==> src/rtl/sdec_pkg.sv <==
package sdec_pkg;

    localparam logic [7:0] SDEC_SYNC_HI = 8'hFF;
    localparam logic [7:0] SDEC_SYNC_LO = 8'h00;

    // Expected protection nibble for a given F, V, H triple
    function automatic logic [3:0] sdec_prot(input logic f, input logic v, input logic h);
        return {v ^ h, f ^ h, f ^ v, f ^ v ^ h};
    endfunction

endpackage

==> src/rtl/sdec_code_det.sv <==
module sdec_code_det
    import sdec_pkg::*;
(
    input  logic       clk,
    input  logic       rst_n,
    input  logic [7:0] din_i,
    output logic       hit_o,
    output logic [7:0] xy_o,
    output logic [7:0] data_o
);

    typedef struct packed {
        logic [7:0] h1;
        logic [7:0] h2;
        logic [7:0] h3;
        logic [7:0] dout;
    } det_st_t;

    det_st_t st_d, st_q;

    always_comb begin
        st_d      = st_q;
        st_d.h1   = din_i;
        st_d.h2   = st_q.h1;
        st_d.h3   = st_q.h2;
        st_d.dout = st_q.h3;
    end

    always_ff @(posedge clk) begin
        if (!rst_n) begin
            st_q <= '0;
        end else begin
            st_q <= st_d;
        end
    end

    // The status byte is on the input while the preamble sits in history
    assign hit_o  = (st_q.h3 == SDEC_SYNC_HI) && (st_q.h2 == SDEC_SYNC_LO) &&
                    (st_q.h1 == SDEC_SYNC_LO);
    assign xy_o   = din_i;
    assign data_o = st_q.dout;

endmodule

==> src/rtl/sdec_line_track.sv <==
module sdec_line_track
    import sdec_pkg::*;
#(
    parameter int ACT_LEN = 1440,
    parameter int BLK_525 = 268,
    parameter int BLK_625 = 280,
    parameter int HS_LEN  = 4
) (
    input  logic       clk,
    input  logic       rst_n,
    input  logic       std_625_i,
    input  logic       hit_i,
    input  logic [7:0] xy_i,
    output logic       hsync_o,
    output logic       blank_o,
    output logic       field_o,
    output logic       act_o,
    output logic [1:0] phase_o,
    output logic       prot_err_o,
    output logic       len_err_o
);

    localparam int CODE_LEN = 4;
    localparam int MAX_SEG  = (ACT_LEN > BLK_625) ? ACT_LEN : BLK_625;
    localparam int CW       = $clog2(MAX_SEG + 2 * CODE_LEN);
    localparam int HW       = $clog2(HS_LEN + 1);
    localparam logic [CW-1:0] EXP_ACT = CW'(ACT_LEN + CODE_LEN - 1);
    localparam logic [CW-1:0] EXP_525 = CW'(BLK_525 + CODE_LEN - 1);
    localparam logic [CW-1:0] EXP_625 = CW'(BLK_625 + CODE_LEN - 1);

    typedef struct packed {
        logic [CW-1:0] pos;
        logic          in_act;
        logic          have_ref;
        logic          last_eav;
        logic          field;
        logic          blank;
        logic [HW-1:0] hs_cnt;
        logic          perr;
        logic          lerr;
    } trk_st_t;

    trk_st_t       st_d, st_q;
    logic          is_eav;
    logic [CW-1:0] exp_len;

    always_comb begin
        st_d      = st_q;
        st_d.perr = 1'b0;
        st_d.lerr = 1'b0;
        is_eav    = xy_i[4];
        exp_len   = is_eav ? EXP_ACT : (std_625_i ? EXP_625 : EXP_525);
        if (st_q.hs_cnt != '0) begin
            st_d.hs_cnt = st_q.hs_cnt - 1'b1;
        end
        if (st_q.pos != '1) begin
            st_d.pos = st_q.pos + 1'b1;
        end
        if (hit_i) begin
            st_d.pos      = '0;
            st_d.in_act   = !is_eav;
            st_d.have_ref = 1'b1;
            st_d.last_eav = is_eav;
            st_d.field    = xy_i[6];
            st_d.blank    = xy_i[5] | xy_i[4];
            if (is_eav) begin
                st_d.hs_cnt = HW'(HS_LEN);
            end
            st_d.perr = !xy_i[7] || (xy_i[3:0] != sdec_prot(xy_i[6], xy_i[5], xy_i[4]));
            st_d.lerr = st_q.have_ref && ((st_q.last_eav == is_eav) || (st_q.pos != exp_len));
        end
    end

    always_ff @(posedge clk) begin
        if (!rst_n) begin
            st_q          <= '0;
            st_q.blank    <= 1'b1;
        end else begin
            st_q <= st_d;
        end
    end

    assign hsync_o    = (st_q.hs_cnt != '0);
    assign blank_o    = st_q.blank;
    assign field_o    = st_q.field;
    assign act_o      = st_q.in_act && (st_q.pos >= CW'(CODE_LEN));
    assign phase_o    = act_o ? st_q.pos[1:0] : 2'd0;
    assign prot_err_o = st_q.perr;
    assign len_err_o  = st_q.lerr;

    AST_EAV_HSYNC: assert property (@(posedge clk) disable iff (!rst_n)
        hit_i && xy_i[4] |=> hsync_o && blank_o);
    AST_SAV_CODE_INACT: assert property (@(posedge clk) disable iff (!rst_n)
        hit_i && !xy_i[4] |=> !act_o && (field_o == $past(xy_i[6])));
    AST_PHASE_STEP: assert property (@(posedge clk) disable iff (!rst_n)
        act_o && $past(act_o) |-> phase_o == $past(phase_o) + 2'd1);
    AST_ERR_AT_CODE: assert property (@(posedge clk) disable iff (!rst_n)
        (len_err_o || prot_err_o) |-> $past(hit_i));
    AST_FLAGS_HOLD: assert property (@(posedge clk) disable iff (!rst_n)
        !$past(hit_i) |-> $stable(field_o) && $stable(blank_o));

endmodule

==> src/rtl/sdec_top.sv <==
module sdec_top
    import sdec_pkg::*;
#(
    parameter int ACT_LEN = 1440,
    parameter int BLK_525 = 268,
    parameter int BLK_625 = 280,
    parameter int HS_LEN  = 4
) (
    input  logic       clk,
    input  logic       rst_n,
    input  logic       std_625_i,
    input  logic [7:0] din_i,
    output logic [7:0] data_o,
    output logic       hsync_o,
    output logic       blank_o,
    output logic       field_o,
    output logic       act_o,
    output logic [1:0] phase_o,
    output logic       prot_err_o,
    output logic       len_err_o
);

    logic       hit_w;
    logic [7:0] xy_w;

    sdec_code_det u_det (
        .clk    (clk),
        .rst_n  (rst_n),
        .din_i  (din_i),
        .hit_o  (hit_w),
        .xy_o   (xy_w),
        .data_o (data_o)
    );

    sdec_line_track #(
        .ACT_LEN (ACT_LEN),
        .BLK_525 (BLK_525),
        .BLK_625 (BLK_625),
        .HS_LEN  (HS_LEN)
    ) u_trk (
        .clk        (clk),
        .rst_n      (rst_n),
        .std_625_i  (std_625_i),
        .hit_i      (hit_w),
        .xy_i       (xy_w),
        .hsync_o    (hsync_o),
        .blank_o    (blank_o),
        .field_o    (field_o),
        .act_o      (act_o),
        .phase_o    (phase_o),
        .prot_err_o (prot_err_o),
        .len_err_o  (len_err_o)
    );

endmodule

==> config.mk <==
export PLATFORM = sky130hd
export DESIGN_NAME = sdec_top
export DESIGN_NICKNAME = d
export VERILOG_FILES = /design/src/rtl/sdec_pkg.sv /design/src/rtl/sdec_code_det.sv /design/src/rtl/sdec_line_track.sv /design/src/rtl/sdec_top.sv
export SDC_FILE = /design/constraint.sdc
export NUM_CORES = 1
export LEC_CHECK = 0
export ABC_AREA = 1
export BUFFER_PORTS_ARGS = -buffer_cell sky130_fd_sc_hd__buf_2
export CORE_MARGIN = 4
export CORE_UTILIZATION = 43
export CTS_BUF_LIST = sky130_fd_sc_hd__clkbuf_4 sky130_fd_sc_hd__clkbuf_8 sky130_fd_sc_hd__clkbuf_16
export CTS_CLUSTER_SIZE = 12
export DETAILED_ROUTE_END_ITERATION = 8
export PLACE_DENSITY = 0.66
export SYNTH_ARGS = -nofsm -noshare
export SYNTH_HDL_FRONTEND = slang
export SYNTH_SLANG_ARGS = --single-unit
export TNS_END_PERCENT = 20
==> constraint.sdc <==
create_clock -name clk -period 1.2 [get_ports clk]
set_input_delay 0.06 -clock clk [delete_from_list [all_inputs] [get_ports clk]]
set_output_delay 0.06 -clock clk [all_outputs]
set_load 0.005 [all_outputs]
==> out/metrics.yaml, run 1 <==
drv_slew: 0
grt_pass1_wl_um: 7870
dp_hpwl_um: 3070
finalPower_w: 0.00348
cts_tree: "built"
cp_slowest_cell: "dfxtp_2"
start_kind: "flip-flop"
drt-total-wl_um: 4490
track_usage: 0.156
drc_errors: 0
gp_congestion: 0.894
hp-class: "primary input to flip-flop"
worst-path-buf-inv: 3
finalCriticalPeriod_ns: 1.36
clkSlewWorstSetupHoldPaths_ns: 0.09
max-cap-violations: 0
ant_nets: 0
synth_top_area_cell: "dfxtp_1"
setup_viol: 12
maxSlewHeadroom: 0.775
drt_iter0_markers: 47
ys_warn_count: 0
synth.distinct_cells: 26
dr.pass1.iters: 4
crit_arrival_ns: 1.30
vdd_drop_max_uv: 623
cpLargestDelayFamily: "flip-flops"
avgRoutedWirePerCell_um: 10.0
netlist_instances: 314
first_global_vias: 1839
antenna_found_initial: 0
finalHoldViolCount: 0
htree_levels: 2
yosys-top-cells-area: "dfxtp_1 47%, nand2_1 14%, inv_1 10%"
dp_cells: 422
ys_ff_latch: 53
clock_skew_ns: 0.00587
pre_cts_ws_ns: -0.0539
yosysTopAreaCellShare: 0.468
leakagePower_nw: 1.57
avgSynthCellArea_um2: 7.22
coreArea_mm2: 0.00511
rsz0062_at_grt: "true"
dieArea_mm2: 0.00650
crit_type: "flip-flop to output pin"
die_height_um: 80.6
root_buffer: "clkbuf_8"
die_width_um: 80.6
timing.final.ws_setup_ns: -0.159
clkLatencyLatePin_ns: 0.30
crit_path_end_kind: "output pin"
fillers: 484
synth_area_mm2: 0.00227
cts_buffers: 5
final_core_util: 0.575
syn_to_final_growth_pct: 29.5
synthesis.nets: 330
initial_core_util: 0.444
nets: 392
via_per_inst: 4.38
overflow: 0
pin_count: 27
drive_gt1_frac: 0.302
ctsLongestPathBuffers: 2
violations: "setup timing"
vias: 1958
portBuffers: 26
cts.sinks: 53
fin_cells: 447
crit_chain: "inv_1 -> nand4_1 -> nor2_1 -> a21oi_2 -> inv_2 -> nor2_2 -> buf_2"
fin_crit_sh: 1.13
crit_fanout: 2
antenna_cells: 0
cpPeakStageDelay_ns: 0.34
row_count: 26
fmax_mhz: 736
cp_data_required_time_ns: 1.14
grt_start_max_net_pins: 20
worst_slew_pin_slew_ns: 0.338
yosysSeqAreaShare: 0.468
rrSetupSlack_ns: -0.09
p_per_area_mw_per_mm2: 1190
status: "finished with violations"
-- timing repair --
action / in CTS / in global routing
hold buffers: 7 / 0
cloned: 0 / 0
pin swaps: 6 / 8
setup endpoints to repair: 16 / 24
endpoints found under the hold margin: 7 / 0
resized for setup: 25 / 16
buffers inserted: 8 / 2
-- worst reg2reg max path: stages, from the launching register on --
cell and delay [ns]:
dfxtp_2 0.34, buf_4 0.12, buf_4 0.12, buf_4 0.13
nand2_2 0.07, inv_2 0.05, nand3_4 0.12, clkinv_4 0.08
nor2_1 0.10, nor2_1 0.05
-- per-stage QoR --
stage / hold WS, ns / area (um2) / setup TNS, ns
after detailed placement: 0.267 / 2610 / -0.409
after floorplan: 0.153 / 2280 / 0
after CTS: 0.0831 / 2880 / -0.521
after global routing: 0.120 / 2940 / -2.42
final: 0.113 / 2940 / -0.972
after global placement: 0.266 / 2610 / -0.0440
-- cell usage after synthesis --
cell / n
ha_1: 5
nand2_2: 1
nand2_1: 86
clkinv_1: 1
clkbuf_1: 4
dfxtp_1: 53
nand3_2: 1
nor2_1: 41
o21ai_0: 6
and2_0: 1
xnor2_1: 1
nand3_4: 2
a21oi_1: 5
buf_6: 1
inv_2: 2
nand3_1: 17
a21oi_2: 3
buf_4: 1
inv_1: 62
buf_2: 2
nor3_1: 1
nor2_2: 1
clkinv_4: 1
nor2_4: 3
nand4_1: 8
xor2_1: 5
-- layout by cell type (no fill, tap or decap) --
cell type      netlist  final
a21oi_2              3      4
a21oi_1              5      4
nor3_1               1      1
dfxtp_4              0      1
inv_2                2     11
buf_4                1     29
nand3_2              1      2
nand2_8              0      1
nand3_4              2      2
o21ai_1              0      1
nand2_1             86     82
xnor2_1              1      1
nand3_1             17     16
xor2_1               5      5
nor2_2               1      4
nor2_1              41     36
clkinv_4             1      2
buf_2                2     25
nand2_2              1      4
nor2_4               3      5
nand4_1              8      8
clkbuf_8             0      6
inv_1               62     53
dfxtp_2              0     14
ha_4                 0      1
o21ai_0              6      5
dfxtp_1             53     38
inv_6                0      1
buf_6                1      2
dlygate4sd3_1        0      7
ha_1                 5      4
and2_0               1      1
clkinv_1             1      1
-- layer usage --
metal,vias to the layer above,routed length [um],part of all wire,track usage
li1,1053,-,-,-
met1,851,2150,0.48,0.201
met2,45,2030,0.45,0.243
met3,9,215,0.048,0.0426
met4,0,102,0.023,0.0693
met5,-,0,0,0
-- path summary, 6_finish.rpt --
path / endpoint / from / cells past startpoint
hold / removal: u_trk.blank_o$_SDFFE_PN1P_ / rst_n / 2
setup / recovery: phase_o[1] / u_trk.st_q[17]$_SDFFE_PP0P_ / 7
hold reg to reg: u_det.st_d[1]$_SDFF_PN0_ / u_det.st_d[9]$_SDFF_PN0_ / 2
setup reg to reg: u_trk.st_q[14]$_SDFFE_PP0P_ / u_trk.st_q[17]$_SDFFE_PP0P_ / 9
-- flip-flops by register name, indices dropped and copies added (netlist names) --
signal and cells:
u_det.data_o 8, u_det.st_d 24, u_trk.blank_o 1, u_trk.field_o 1
u_trk.len_err_o 1, u_trk.prot_err_o 1, u_trk.st_q 17
-- report_power, final --
part / internal, W / switching, W
registers: 0.00185 / 0.0000462
logic: 0.000228 / 0.000304
clock network: 0.000479 / 0.000572
total: 0.00256 / 0.000922
-- cells by family after synthesis --
group | synth area share
XOR/XNOR | 0.0232
adder cells (fa/ha/maj) | 0.0276
AO/OA/AOI/OAI | 0.0359
flip-flops | 0.468
AND/OR/NAND/NOR | 0.315
buffers and inverters | 0.131
-- cell type report --
| class | count | area, um2 | area share |
|---|---|---|---|
| flip-flops and latches | 53 | 1080 | 0.369 |
| multi-input cells | 187 | 978 | 0.333 |
| repair buffers | 63 | 435 | 0.148 |
| inverters | 66 | 253 | 0.0861 |
| well taps | 70 | 87.6 | 0.0298 |
| clock buffers | 6 | 82.6 | 0.0281 |
| clock inverters | 2 | 17.5 | 0.00597 |
Power figures use the tool's default switching activity.
==> run 2, diff against run 1 <==
ABC_AREA = 0   (was 1)
PLACE_DENSITY = 0.67   (was 0.66)
==> run 2 against run 1 <==
The run ends with hold timing, setup timing left. Highest routed layer unchanged. Flip-flop and latch count did not move. Non-clock buffer count rose by 11. Power rose by 3.2%. Cell count fell by 21%. Largest power group unchanged.
==> out/metrics.yaml, run 2 <==
worst_slew_pin_slew_ns: 0.361  # was 0.338 ns
synthSimpleGateAreaFrac: 0.250  # was 0.315
first_global_vias: 1619  # was 1839
synth_top_area_cell: "dfxtp_1"  # unchanged
avgRoutedWirePerCell_um: 12.6  # was 10.0 um
synth-compound-area-share: 0.108  # was 0.0359
fmax_mhz: 652  # was 736 MHz
syn_to_final_growth_pct: 38.8  # was 29.5%
vias: 1714  # was 1958
cts_buffers: 5  # unchanged
ctsLongestPathBuffers: 2  # unchanged
avgSynthCellArea_um2: 9.66  # was 7.22 um2
yosysTopAreaCellShare: 0.509  # was 0.468
ys_warn_count: 0  # unchanged
rsz0062_at_grt: "true"  # unchanged
synth.distinct_cells: 45  # was 26
timing.final.ws_setup_ns: -0.333  # was -0.159 ns
coreArea_mm2: 0.00472  # was 0.00511 mm2
largest_register_ffs: 24  # unchanged
overflow: 0  # unchanged
synthesis.nets: 232  # was 330
cp_data_required_time_ns: 1.14  # about the same
p_per_area_mw_per_mm2: 1240  # was 1190 mW/mm2
clkLatencyLatePin_ns: 0.31  # was 0.30 ns
leakagePower_nw: 1.26  # was 1.57 nW
die_height_um: 77.6  # was 80.6 um
pin_count: 27  # unchanged
maxSlewHeadroom: 0.760  # was 0.775
final_core_util: 0.613  # was 0.575
power_frac_seq: 0.532  # was 0.545
synth_xor_area_frac: 0.0210  # was 0.0232
ys_ff_latch: 53  # unchanged
grt_pass1_wl_um: 7250  # was 7870 um
drt-total-wl_um: 4460  # was 4490 um
yosys-top-cells-area: "dfxtp_1 51%, and2_1 8.4%, nor2_1 3.1%"  # was dfxtp_1 47%, nand2_1 14%, inv_1 10%
status: "finished with violations"  # unchanged
crit_type: "flip-flop to output pin"  # unchanged
hold_ws_ns: -0.000521  # was 0.113 ns
drive_gt1_frac: 0.399  # was 0.302
crit_path_end_kind: "output pin"  # unchanged
clock_skew_ns: 0.00918  # was 0.00587 ns
crit_arrival_ns: 1.47  # was 1.30 ns
crit_fanout: 5  # was 2
dp_cells: 336  # was 422
switching_share: 0.270  # was 0.265
yosysSeqAreaShare: 0.509  # was 0.468
intPower_w: 0.00262  # was 0.00256 W
grt_start_max_net_pins: 23  # was 20
rrSetupSlack_ns: -0.27  # was -0.09 ns
netlist_instances: 216  # was 314
die_width_um: 77.6  # was 80.6 um
fin_cells: 355  # was 447
finalCriticalPeriod_ns: 1.53  # was 1.36 ns
layout_common_cells: "43 x dfxtp_1, 39 x buf_4, 28 x and2_1"  # was 82 x nand2_1, 53 x inv_1, 38 x dfxtp_1
finalHoldViolCount: 1  # was 0
portBuffers: 26  # unchanged
dp_hpwl_um: 3080  # was 3070 um
drv_slew: 0  # unchanged
max-cap-violations: 0  # unchanged
comb_power_share: 0.174  # was 0.153
fin_crit_sh: 1.28  # was 1.13
synth_mux_area_frac: 0.0348  # was 0
via_per_inst: 4.83  # was 4.38
dr.pass1.iters: 4  # unchanged
setup_tns_ns: -5.29  # was -0.972 ns
synth_async_sr_flop_share: 0  # unchanged
clkSlewWorstSetupHoldPaths_ns: 0.10  # was 0.09 ns
synth_area_mm2: 0.00209  # was 0.00227 mm2
root_buffer: "clkbuf_8"  # unchanged
htree_levels: 2  # unchanged
row_count: 25  # was 26
hp-class: "primary input to flip-flop"  # unchanged
fillers: 371  # was 484
antenna_found_initial: 0  # unchanged
synth_edf_count: 0  # unchanged
pwr-share-clk: 0.294  # was 0.302
start_kind: "flip-flop"  # unchanged
initial_core_util: 0.442  # was 0.444
power.switching_w: 0.000971  # was 0.000922 W
synth_top_family_by_area: "simple AND/OR/NAND/NOR gates"  # unchanged
setup_viol: 25  # was 12
drt_iter0_markers: 113  # was 47
final_common_cell: "dfxtp_1"  # was nand2_1
cts.sinks: 53  # unchanged
place_area_mm2: 0.00254  # was 0.00261 mm2
synth_most_common_cell: "dfxtp_1"  # was nand2_1
ant_nets: 0  # unchanged
dieArea_mm2: 0.00603  # was 0.00650 mm2
synth_ff_type: "dfxtp_1"  # unchanged
cts_tree: "built"  # unchanged
gp_congestion: 0.857  # was 0.894
final_area_mm2: 0.00289  # was 0.00294 mm2
drc_errors: 0  # unchanged
track_usage: 0.152  # was 0.156
antenna_cells: 0  # unchanged
nets: 303  # was 392
synth_adder_area_share: 0.0300  # was 0.0276
violations: "hold timing, setup timing"  # was setup timing
vdd_drop_max_uv: 1100  # was 623 uV
synth_common_cells: "53 x dfxtp_1, 28 x and2_1, 17 x nor2_1"  # was 86 x nand2_1, 62 x inv_1, 53 x dfxtp_1
-- run 2: changes by cell type in the layout (fill, tap and decap cells not counted), sizes merged, moves of 16 or more --
cell   change
buf       +16
inv       -52
nand2     -75
nor2      -27
and2      +27
nand3     -16
-- run 2: through the flow --
step           setup WS, ns  power, W
2_1_floorplan        -0.219   0.00228
5_1_grt              -0.429   0.00380
3_3_place_gp         -0.338   0.00245
4_1_cts              -0.364   0.00358
6_report             -0.333   0.00359
3_5_place_dp         -0.368   0.00247
-- run 2: final timing paths --
kind                                                  start                         end  cells past startpoint
worst max register to register    u_det.st_d[11]$_SDFF_PN0_  u_trk.blank_o$_SDFFE_PN1P_                      5
worst max-delay path            u_trk.st_q[16]$_SDFFE_PP0P_                  phase_o[1]                      6
worst min-delay path                               din_i[6]   u_det.st_d[22]$_SDFF_PN0_                      3
worst min register to register     u_det.st_d[7]$_SDFF_PN0_  u_det.data_o[7]$_SDFF_PN0_                      1
-- run 2: layout make-up --
type                    instances  area (um2)  share of cell area
well taps                      67        83.8              0.0290
clock buffers                   5        68.8              0.0238
clock inverters                 3        33.8              0.0117
inverters                      13        48.8              0.0169
multi-input cells             140        1060               0.367
flip-flops and latches         53        1080               0.372
repair buffers                 74         522               0.180
-- run 2: per-layer routing --
metal / vias to the layer above / part of all wire / track usage
met4: 0 / 0.024 / 0.0872
met5: - / 0 / 0
met1: 783 / 0.47 / 0.194
li1: 886 / - / -
met2: 35 / 0.47 / 0.234
met3: 10 / 0.037 / 0.0348
-- run 2: logic make-up (layout without fill, tap and decap cells) --
logic type,after synthesis,after routing
and+or+nand+nor,91,91
DFF,53,53
AOI/OAI and AO/OA,32,32
buffers and inverters,23,95
muxes,7,7
adders and majority gates,5,5
xor gates and xnor gates,5,5
-- run 2: critical path, stage by stage (launching register included) --
cell and delay, ns:
dfxtp_2 0.34, buf_6 0.12, nor4_2 0.25, nand2_1 0.10, o21ai_2 0.17, nor2_1 0.06
buf_2 0.13
-- run 2: repair_timing --
item | in CTS | in global routing
endpoints found under the hold margin | 2 | 0
hold buffers | 2 | 0
setup buffers | 8 | 2
pin swaps | 9 | 12
setup endpoints to repair | 25 | 25
gates resized for setup | 20 | 22
-- run 2: power by group through the flow --
stage	clock [W]	combinational (W)	sequential, W
after floorplan	0	0.000358	0.00192
after global placement	0	0.000517	0.00193
after detailed placement	0	0.000539	0.00193
after CTS	0.00109	0.000588	0.00190
after global routing	0.00116	0.000714	0.00192
final	0.00106	0.000624	0.00191
